===== src/rtl/regwin_pkg.sv =====
package regwin_pkg;

    typedef enum logic [1:0] {
        ST_IDLE = 2'd0,
        ST_BUSY = 2'd1,
        ST_DONE = 2'd2
    } br_state_e;

    typedef enum logic [1:0] {
        SEL_CMD   = 2'd0,
        SEL_ADDR  = 2'd1,
        SEL_RDATA = 2'd2,
        SEL_WDATA = 2'd3
    } reg_sel_e;

    localparam int CMD_RD_BIT  = 0;
    localparam int CMD_WR_BIT  = 1;
    localparam int CMD_ACK_BIT = 2;
    localparam int CMD_VIEW_W  = 3;

    typedef struct packed {
        logic wr;
        logic rd;
    } cmd_req_t;

    function automatic logic cmd_is_clear(cmd_req_t c);
        return !c.rd && !c.wr;
    endfunction

    function automatic logic cmd_is_valid(cmd_req_t c);
        return c.rd ^ c.wr;
    endfunction

endpackage


===== src/rtl/regwin_host_regs.sv =====
module regwin_host_regs
    import regwin_pkg::*;
#(
    parameter int DATA_W = 32,
    parameter int ADDR_W = 32
) (
    input  logic                  clk,
    input  logic                  rst,
    input  logic                  wr_en,
    input  reg_sel_e              sel,
    input  logic [DATA_W-1:0]     wdata,
    input  logic [CMD_VIEW_W-1:0] cmd_view,
    input  logic [DATA_W-1:0]     fetched,
    output logic [ADDR_W-1:0]     addr_q,
    output logic [DATA_W-1:0]     wdata_q,
    output logic                  cmd_wr,
    output cmd_req_t              cmd_req,
    output logic [DATA_W-1:0]     rdata
);

    always_ff @(posedge clk) begin
        if (rst) begin
            addr_q  <= '0;
            wdata_q <= '0;
        end else if (wr_en) begin
            if (sel == SEL_ADDR)  addr_q  <= wdata[ADDR_W-1:0];
            if (sel == SEL_WDATA) wdata_q <= wdata;
        end
    end

    always_comb begin
        cmd_wr     = wr_en && (sel == SEL_CMD);
        cmd_req.rd = wdata[CMD_RD_BIT];
        cmd_req.wr = wdata[CMD_WR_BIT];
    end

    always_comb begin
        rdata = '0;
        unique case (sel)
            SEL_CMD:   rdata[CMD_VIEW_W-1:0] = cmd_view;
            SEL_ADDR:  rdata[ADDR_W-1:0]     = addr_q;
            SEL_RDATA: rdata                 = fetched;
            SEL_WDATA: rdata                 = wdata_q;
        endcase
    end

endmodule


===== src/rtl/regwin_cmd_ctrl.sv =====
module regwin_cmd_ctrl
    import regwin_pkg::*;
(
    input  logic                  clk,
    input  logic                  rst,
    input  logic                  cmd_wr,
    input  cmd_req_t              cmd_req,
    input  logic                  xfer_done,
    output logic                  start,
    output logic                  start_we,
    output logic                  ack,
    output logic [CMD_VIEW_W-1:0] cmd_view
);

    br_state_e state;
    cmd_req_t  op_q;
    logic      drop_q;
    logic      clr;

    always_comb begin
        clr      = cmd_wr && cmd_is_clear(cmd_req);
        start    = cmd_wr && (state == ST_IDLE) && cmd_is_valid(cmd_req);
        start_we = cmd_req.wr;
        ack      = (state == ST_DONE);
        cmd_view = '0;
        cmd_view[CMD_ACK_BIT] = ack;
        if (state != ST_IDLE && !drop_q) begin
            cmd_view[CMD_RD_BIT] = op_q.rd;
            cmd_view[CMD_WR_BIT] = op_q.wr;
        end
    end

    always_ff @(posedge clk) begin
        if (rst) begin
            state  <= ST_IDLE;
            op_q   <= '0;
            drop_q <= 1'b0;
        end else begin
            unique case (state)
                ST_IDLE: begin
                    if (start) begin
                        state  <= ST_BUSY;
                        op_q   <= cmd_req;
                        drop_q <= 1'b0;
                    end
                end
                ST_BUSY: begin
                    if (clr) drop_q <= 1'b1;
                    if (xfer_done) begin
                        if (drop_q || clr) begin
                            state  <= ST_IDLE;
                            op_q   <= '0;
                            drop_q <= 1'b0;
                        end else begin
                            state <= ST_DONE;
                        end
                    end
                end
                ST_DONE: begin
                    if (clr) begin
                        state <= ST_IDLE;
                        op_q  <= '0;
                    end
                end
                default: state <= ST_IDLE;
            endcase
        end
    end


    ack_hold_chk: assert property (@(posedge clk) disable iff (rst)
        (ack && !clr) |=> ack);


    both_bits_dropped_chk: assert property (@(posedge clk) disable iff (rst)
        (state == ST_IDLE && cmd_wr && cmd_req.rd && cmd_req.wr) |=> (state == ST_IDLE));


    drop_no_ack_chk: assert property (@(posedge clk) disable iff (rst)
        (state == ST_BUSY && (drop_q || clr) && xfer_done) |=> !ack);

endmodule


===== src/rtl/regwin_bus_master.sv =====
module regwin_bus_master #(
    parameter int DATA_W = 32,
    parameter int ADDR_W = 32
) (
    input  logic              clk,
    input  logic              rst,
    input  logic              start,
    input  logic              start_we,
    input  logic [ADDR_W-1:0] addr_in,
    input  logic [DATA_W-1:0] data_in,
    input  logic              bus_ready,
    input  logic [DATA_W-1:0] bus_rdata,
    output logic              bus_req,
    output logic              bus_we,
    output logic [ADDR_W-1:0] bus_addr,
    output logic [DATA_W-1:0] bus_wdata,
    output logic [DATA_W-1:0] fetched_q,
    output logic              done
);

    localparam int ALIGN_W = $clog2(DATA_W / 8);

    assign done = bus_req && bus_ready;

    always_ff @(posedge clk) begin
        if (rst) begin
            bus_req   <= 1'b0;
            bus_we    <= 1'b0;
            bus_addr  <= '0;
            bus_wdata <= '0;
            fetched_q <= '0;
        end else if (start && !bus_req) begin
            bus_req   <= 1'b1;
            bus_we    <= start_we;
            bus_addr  <= {addr_in[ADDR_W-1:ALIGN_W], {ALIGN_W{1'b0}}};
            bus_wdata <= data_in;
        end else if (done) begin
            bus_req <= 1'b0;
            if (!bus_we) fetched_q <= bus_rdata;
        end
    end


    req_hold_chk: assert property (@(posedge clk) disable iff (rst)
        (bus_req && !bus_ready) |=> (bus_req && $stable(bus_addr) && $stable(bus_we) && $stable(bus_wdata)));


    no_start_when_busy_chk: assert property (@(posedge clk) disable iff (rst)
        start |-> !bus_req);

endmodule


===== src/rtl/regwin_bridge.sv =====
module regwin_bridge
    import regwin_pkg::*;
#(
    parameter int DATA_W  = 32,
    parameter int ADDR_W  = 32,
    parameter int HOST_AW = 4
) (
    input  logic               clk,
    input  logic               rst,
    input  logic               host_wr_en,
    input  logic [HOST_AW-1:0] host_addr,
    input  logic [DATA_W-1:0]  host_wdata,
    output logic [DATA_W-1:0]  host_rdata,
    output logic               bus_req,
    output logic               bus_we,
    output logic [ADDR_W-1:0]  bus_addr,
    output logic [DATA_W-1:0]  bus_wdata,
    input  logic               bus_ready,
    input  logic [DATA_W-1:0]  bus_rdata
);

    localparam int SEL_LSB = $clog2(DATA_W / 8);

    reg_sel_e                sel;
    logic [ADDR_W-1:0]       addr_q;
    logic [DATA_W-1:0]       wdata_q;
    logic [DATA_W-1:0]       fetched_q;
    logic                    cmd_wr;
    cmd_req_t                cmd_req;
    logic                    start, start_we, ack, done;
    logic [CMD_VIEW_W-1:0]   cmd_view;

    assign sel = reg_sel_e'(host_addr[SEL_LSB +: 2]);

    regwin_host_regs #(.DATA_W(DATA_W), .ADDR_W(ADDR_W)) u_regs (
        .clk(clk), .rst(rst), .wr_en(host_wr_en), .sel(sel), .wdata(host_wdata),
        .cmd_view(cmd_view), .fetched(fetched_q), .addr_q(addr_q), .wdata_q(wdata_q),
        .cmd_wr(cmd_wr), .cmd_req(cmd_req), .rdata(host_rdata)
    );

    regwin_cmd_ctrl u_ctrl (
        .clk(clk), .rst(rst), .cmd_wr(cmd_wr), .cmd_req(cmd_req), .xfer_done(done),
        .start(start), .start_we(start_we), .ack(ack), .cmd_view(cmd_view)
    );

    regwin_bus_master #(.DATA_W(DATA_W), .ADDR_W(ADDR_W)) u_bus (
        .clk(clk), .rst(rst), .start(start), .start_we(start_we), .addr_in(addr_q),
        .data_in(wdata_q), .bus_ready(bus_ready), .bus_rdata(bus_rdata),
        .bus_req(bus_req), .bus_we(bus_we), .bus_addr(bus_addr), .bus_wdata(bus_wdata),
        .fetched_q(fetched_q), .done(done)
    );


    fetched_stable_chk: assert property (@(posedge clk) disable iff (rst)
        (ack && !(cmd_wr && cmd_is_clear(cmd_req))) |=> $stable(fetched_q));


    addr_align_chk: assert property (@(posedge clk) disable iff (rst)
        bus_req |-> (bus_addr[SEL_LSB-1:0] == '0));

endmodule


===== config.mk =====
export PLATFORM = sky130hd
export DESIGN_NAME = regwin_bridge
export DESIGN_NICKNAME = d
export VERILOG_FILES = /design/src/rtl/regwin_pkg.sv /design/src/rtl/regwin_host_regs.sv /design/src/rtl/regwin_cmd_ctrl.sv /design/src/rtl/regwin_bus_master.sv /design/src/rtl/regwin_bridge.sv
export SDC_FILE = /design/constraint.sdc
export NUM_CORES = 1
export LEC_CHECK = 0
export BUFFER_PORTS_ARGS = -buffer_cell sky130_fd_sc_hd__buf_2
export CORE_UTILIZATION = 30
export DETAILED_ROUTE_END_ITERATION = 7
export REMOVE_ABC_BUFFERS = 1
export SLEW_MARGIN = 20
export SYNTH_ARGS = -nofsm -noshare
export SYNTH_HDL_FRONTEND = slang
export SYNTH_SLANG_ARGS = --single-unit

===== constraint.sdc =====
create_clock -name clk -period 5 [get_ports clk]
set_clock_uncertainty 0.2 [all_clocks]
set_input_delay 0.5 -clock clk [delete_from_list [all_inputs] [get_ports clk]]
set_output_delay 0.5 -clock clk [all_outputs]
set_load 0.01 [all_outputs]

Yosys cells after proc, flatten, opt, wreduce, memory -nomap -nowiden --
Index checks and enable logic that the tools add are counted.
Storage, ports and cells: word-level logic and storage cells 67, register bits after elaboration 165, input bits 72
Operators by class: mux-type cells 19, bitwise operators 3, reduce and logical (&&, ||, !) cells 25, eq/ne operators 9
Operator list (number):
- one-hot mux 29 bit (3 select lines) | 1
- 2-to-1 mux 2 bit | 8
- one-hot mux 2 bit (3 select lines) | 2
- one-hot mux 3 bit (4 select lines) | 1
- logical AND 1 bit | 8
- equality test 2 bit (second input constant) | 3
- 2-to-1 mux 1 bit | 6
- != test 2 x 1 -> 1 bit (second input constant) | 3
- AND reduction 2 bit | 3
- AND reduction 3 bit | 2
- nonzero test 2 bit | 3
- AND reduction 5 bit | 1
- equality test 2 x 1 -> 1 bit (second input constant) | 2
- logical NOT 1 bit | 4
- logical NOT 2 bit | 2
- nonzero test 3 bit | 1
- != test 2 bit (second input constant) | 1
- NOT 1 bit | 2
- one-hot mux 1 bit (2 select lines) | 1
- logical OR 1 bit | 1
- XOR 1 bit | 1

Logic depth before layout (Yosys ltp) --
word-level depth 7, mapped depth 8, gate-level depth less buffers 6

Modules after synthesis --
Synthesis repeated with hierarchy kept, for this count alone.
Second synthesis, totals: cell total of the unflattened synthesis 785, area, all modules 7146.9 sq um
Modules (own cells, without submodules):
- regwin_host_regs | seq. area each 1281.2 sq um, area an instance 3409.5 sq um, cells each 321, instances 1
- regwin_bus_master | seq. area each 1921.8 sq um, area an instance 3383.2 sq um, cells each 423, instances 1
- regwin_cmd_ctrl | seq. area each 100.1 sq um, area an instance 354.1 sq um, cells each 41, instances 1

Least setup slack after synthesis --
Ideal clock, no wire load.
path kind input port to output port, from input host_addr[2], to output host_rdata[14], arrival time 1.511 ns, path slack 2.789 ns, buffers on the path 2, stages 4, cell sequence buf_6 -> clkbuf_1 -> mux2_2 -> a22o_1
Between the ends: longest elaborated chain between the ends 2, elaborated cells on any way between the ends 4
RTL lines:
- from (decl) | line regwin_bridge.sv:11 | input logic [HOST_AW-1:0] host_addr,
- equality test 2 bit or equality test 2 x 1 -> 1 bit (tied branches) | line regwin_host_regs.sv:39 | unique case (sel)
- one-hot mux 29 bit (3 select lines) * | line regwin_host_regs.sv:39
- to (decl) | line regwin_bridge.sv:13 | output logic [DATA_W-1:0] host_rdata,
Mark *: on every way between the ends. The rest lies on a longest branch, timed or not.

Worst setup path after layout --
from input host_addr[2], to output host_rdata[9]
Same word-level chain as after synthesis.

==> out/results.txt <==
Status: finished clean
GPL Wtd Cong: 0.743
Chip height: 150 um
Multiplexer area fraction after synthesis: 6.31%
Critical Path RT: 4.30 ns
DRT Pass-1 Iters: 4
Max stage delay cell, worst path: nor2b_4
Cells after Synth: 816
CTS resizes: 0
Die X: 150 um
Boundary Pins: 170
Placed wire-length estimate: 12000 um
Setup TNS: 0 ns
Overflow left after global routing: 0
Hold buffer count at CTS: 0
Largest net degree at the start of global routing: 86
First DRT Iteration DRCs: 286
Synth-to-Final Area Change: 25.2%
Seq/Total Area, Yosys: 50.2%
Measured slew at the worst slew-check pin: 1.00 ns
Mean Syn Cell Area: 8.07 um^2
Skew-Pair Late Insertion Delay: 0.42 ns
Final ANT Viol Nets: 0
Initial antenna violation count: 2
Total vias in the final route: 5978
Global-route wire length before repair: 30600 um
Worst Hold Class: in2reg
Count of yosys warnings during synthesis: 0
Synth Flop Type: dfxtp_1
Share of layout cells above drive strength 1: 25.9%
Max FO, Critical Path: 17
Synth async-reset ratio: 0%
Clock slew at reported path FFs: 0.06 ns
Core ar.: 21300 um^2
Crit-path max cell delay: 0.59 ns
Post-CTS setup buffers: 0
CP Data Arrival Time: 2.18 ns
Crit share post-route: 57.6%
Post-synthesis xor/xnor area fraction: 0%
H-tree level count: 4
Endpoints failing setup: 0
Number of enable flip-flop cells after synthesis: 0
RSZ-0062 raised after global routing: false
Max transition margin: 33.0%
Worst IR drop on VDD: 0.000203 V
Compound-Gate Fraction of Synth Area: 17.4%
Post-route DRC: 0
Row count: 53
TritonCTS buffer count: 17
Seq cells post-synth: 165
Final slew viol count: 0
Final nets: 1020
Simple-Gate Fraction of Synth Area: 20.5%
CTS Root Cell: clkbuf_16
Max-Cap Viols: 0
Number of library cell types mapped by synthesis: 37
Number of global-route vias before repair: 5614
F_max: 347 MHz
CP endpoint kind: output port
Largest family of logic cells by synthesized area: simple AND/OR/NAND/NOR gates
WS Path Type: in2out
CTS tree: done
CP Launch Type: input port
Port bufs: 165
Initial Utilization: 30.9%
Clk buf depth: 2
Final wirelength: 20000 um
Final Critical Period: 2.88 ns
Total GRT Usage: 18.0%
Die area: 22600 um^2
LEAKAGE: 3.30 nW
PwrDens: 380 nW/um^2
Most used cell along the critical path: buf_2
Endpoints failing hold: 0
Crit-path cells: buf_2 > nor2b_4 > buf_4 > a22o_1 > buf_2
Post-Synth Adder-Cell Area: 0.950%
Drt wl/cell: 16.2 um
TritonCTS Sinks: 165
Vias per cell: 4.85
Post-layout util: 38.7%
Area of the mapped netlist: 6590 um^2
[path summary, 6_finish.rpt]
kind                      startpoint                  end  slack (ns)  cells after the start
setup / recovery        host_addr[2]        host_rdata[9]        2.12                      5
hold / removal         bus_rdata[30]  u_bus.fetched_q[30]        0.12                      3
setup reg to reg     u_ctrl.state[0]   u_bus.bus_wdata[4]        2.39                      7
hold reg to reg   u_bus.bus_wdata[8]   u_bus.bus_wdata[8]        0.25                      2
[per-stage QoR]
stage          total power [mW]  instance area [um^2]  setup WS (ns)  hold WS, ns  std cells
6_report                   3.13                  8240           2.12        0.115       1232
5_1_grt                    3.25                  8240           2.03        0.101       1231
3_5_place_dp               1.68                  7570           2.00        0.244       1199
2_1_floorplan              1.54                  6300           1.72        0.227        752
4_1_cts                    3.17                  8240           2.09       0.0898       1231
3_3_place_gp               1.68                  7570           2.01        0.238       1199
[cells in the mapped netlist (3+ instances only)]
library cell	n	area, um^2
a21oi_1	162	811
a22o_1	29	254
buf_2	18	90.1
buf_4	3	22.5
clkbuf_1	42	158
dfxtp_1	165	3300
ha_1	5	62.6
inv_1	5	18.8
mux2_2	30	338
mux4_2	3	67.6
nand2_1	320	1200
[cells in the final DEF (no fill, tap or decap), drive strengths merged, types with 2 or more instances in the layout]
cell	synthesis	routed
o311ai	2	2
a21oi	162	162
buf	23	172
conb	1	2
nand2	320	320
nand4bb	2	2
dfxtp	165	165
nand2b	2	2
mux4	3	3
o41ai	2	2
clkinv	0	4
clkbuf	42	21
ha	5	5
mux2	30	30
inv	6	8
or3	2	2
nor2	2	2
bufinv	0	5
a22o	29	29
nor2b	2	2
nor3b	2	2
[metal layers]
metal | track usage, % | wire length (um) | share of wire, %
met3 | 4.58 | 1300 | 6.5
met2 | 28.6 | 9280 | 46
met4 | 6.41 | 270 | 1.4
met5 | 0 | 12 | 0.060
met1 | 23.4 | 9090 | 46
[worst max-delay path, delay by kind of cell]
family / cells / cell delay, ns
AO/OA/AOI/OAI: 1 / 0.20
buffers and inverters: 3 / 0.86
AND/OR/NAND/NOR: 1 / 0.59
[kinds of logic (layout without fill, tap and decap cells)]
| kind of cell | count (synthesis) | after routing |
|---|---|---|
| compound gates | 200 | 200 |
| buf+inv | 71 | 210 |
| other cells | 1 | 3 |
| fa+ha+maj | 5 | 5 |
| flops | 165 | 165 |
| simple gates | 340 | 340 |
| mux | 34 | 34 |
[final cells by class]
cell class	instances	area [um^2]
flip-flops and latches	165	3300
clock buffers	21	470
well taps	275	344
multi-input cells	581	3010
clock inverters	11	195
fillers	2252	13000
inverters	6	22.5
diodes	1	2.50
repair buffers	172	893
[power by group]
group          internal [mW]  leakage, nW  switching (mW)
registers               1.35         1.33          0.0229
clock network          0.931        0.328           0.556
logic                  0.102         1.63           0.176
total                   2.38         3.30           0.755
[state kept, by name, indices dropped and copies added, names as in the netlist]
register	count
u_ctrl.state	2
u_ctrl.op_q	2
u_bus.bus_we	1
u_bus.bus_req	1
u_regs.wdata_q	32
u_bus.bus_wdata	32
u_regs.addr_q	32
u_ctrl.drop_q	1
u_bus.bus_addr	30
u_bus.fetched_q	32
Power figures use the tool's default switching activity.
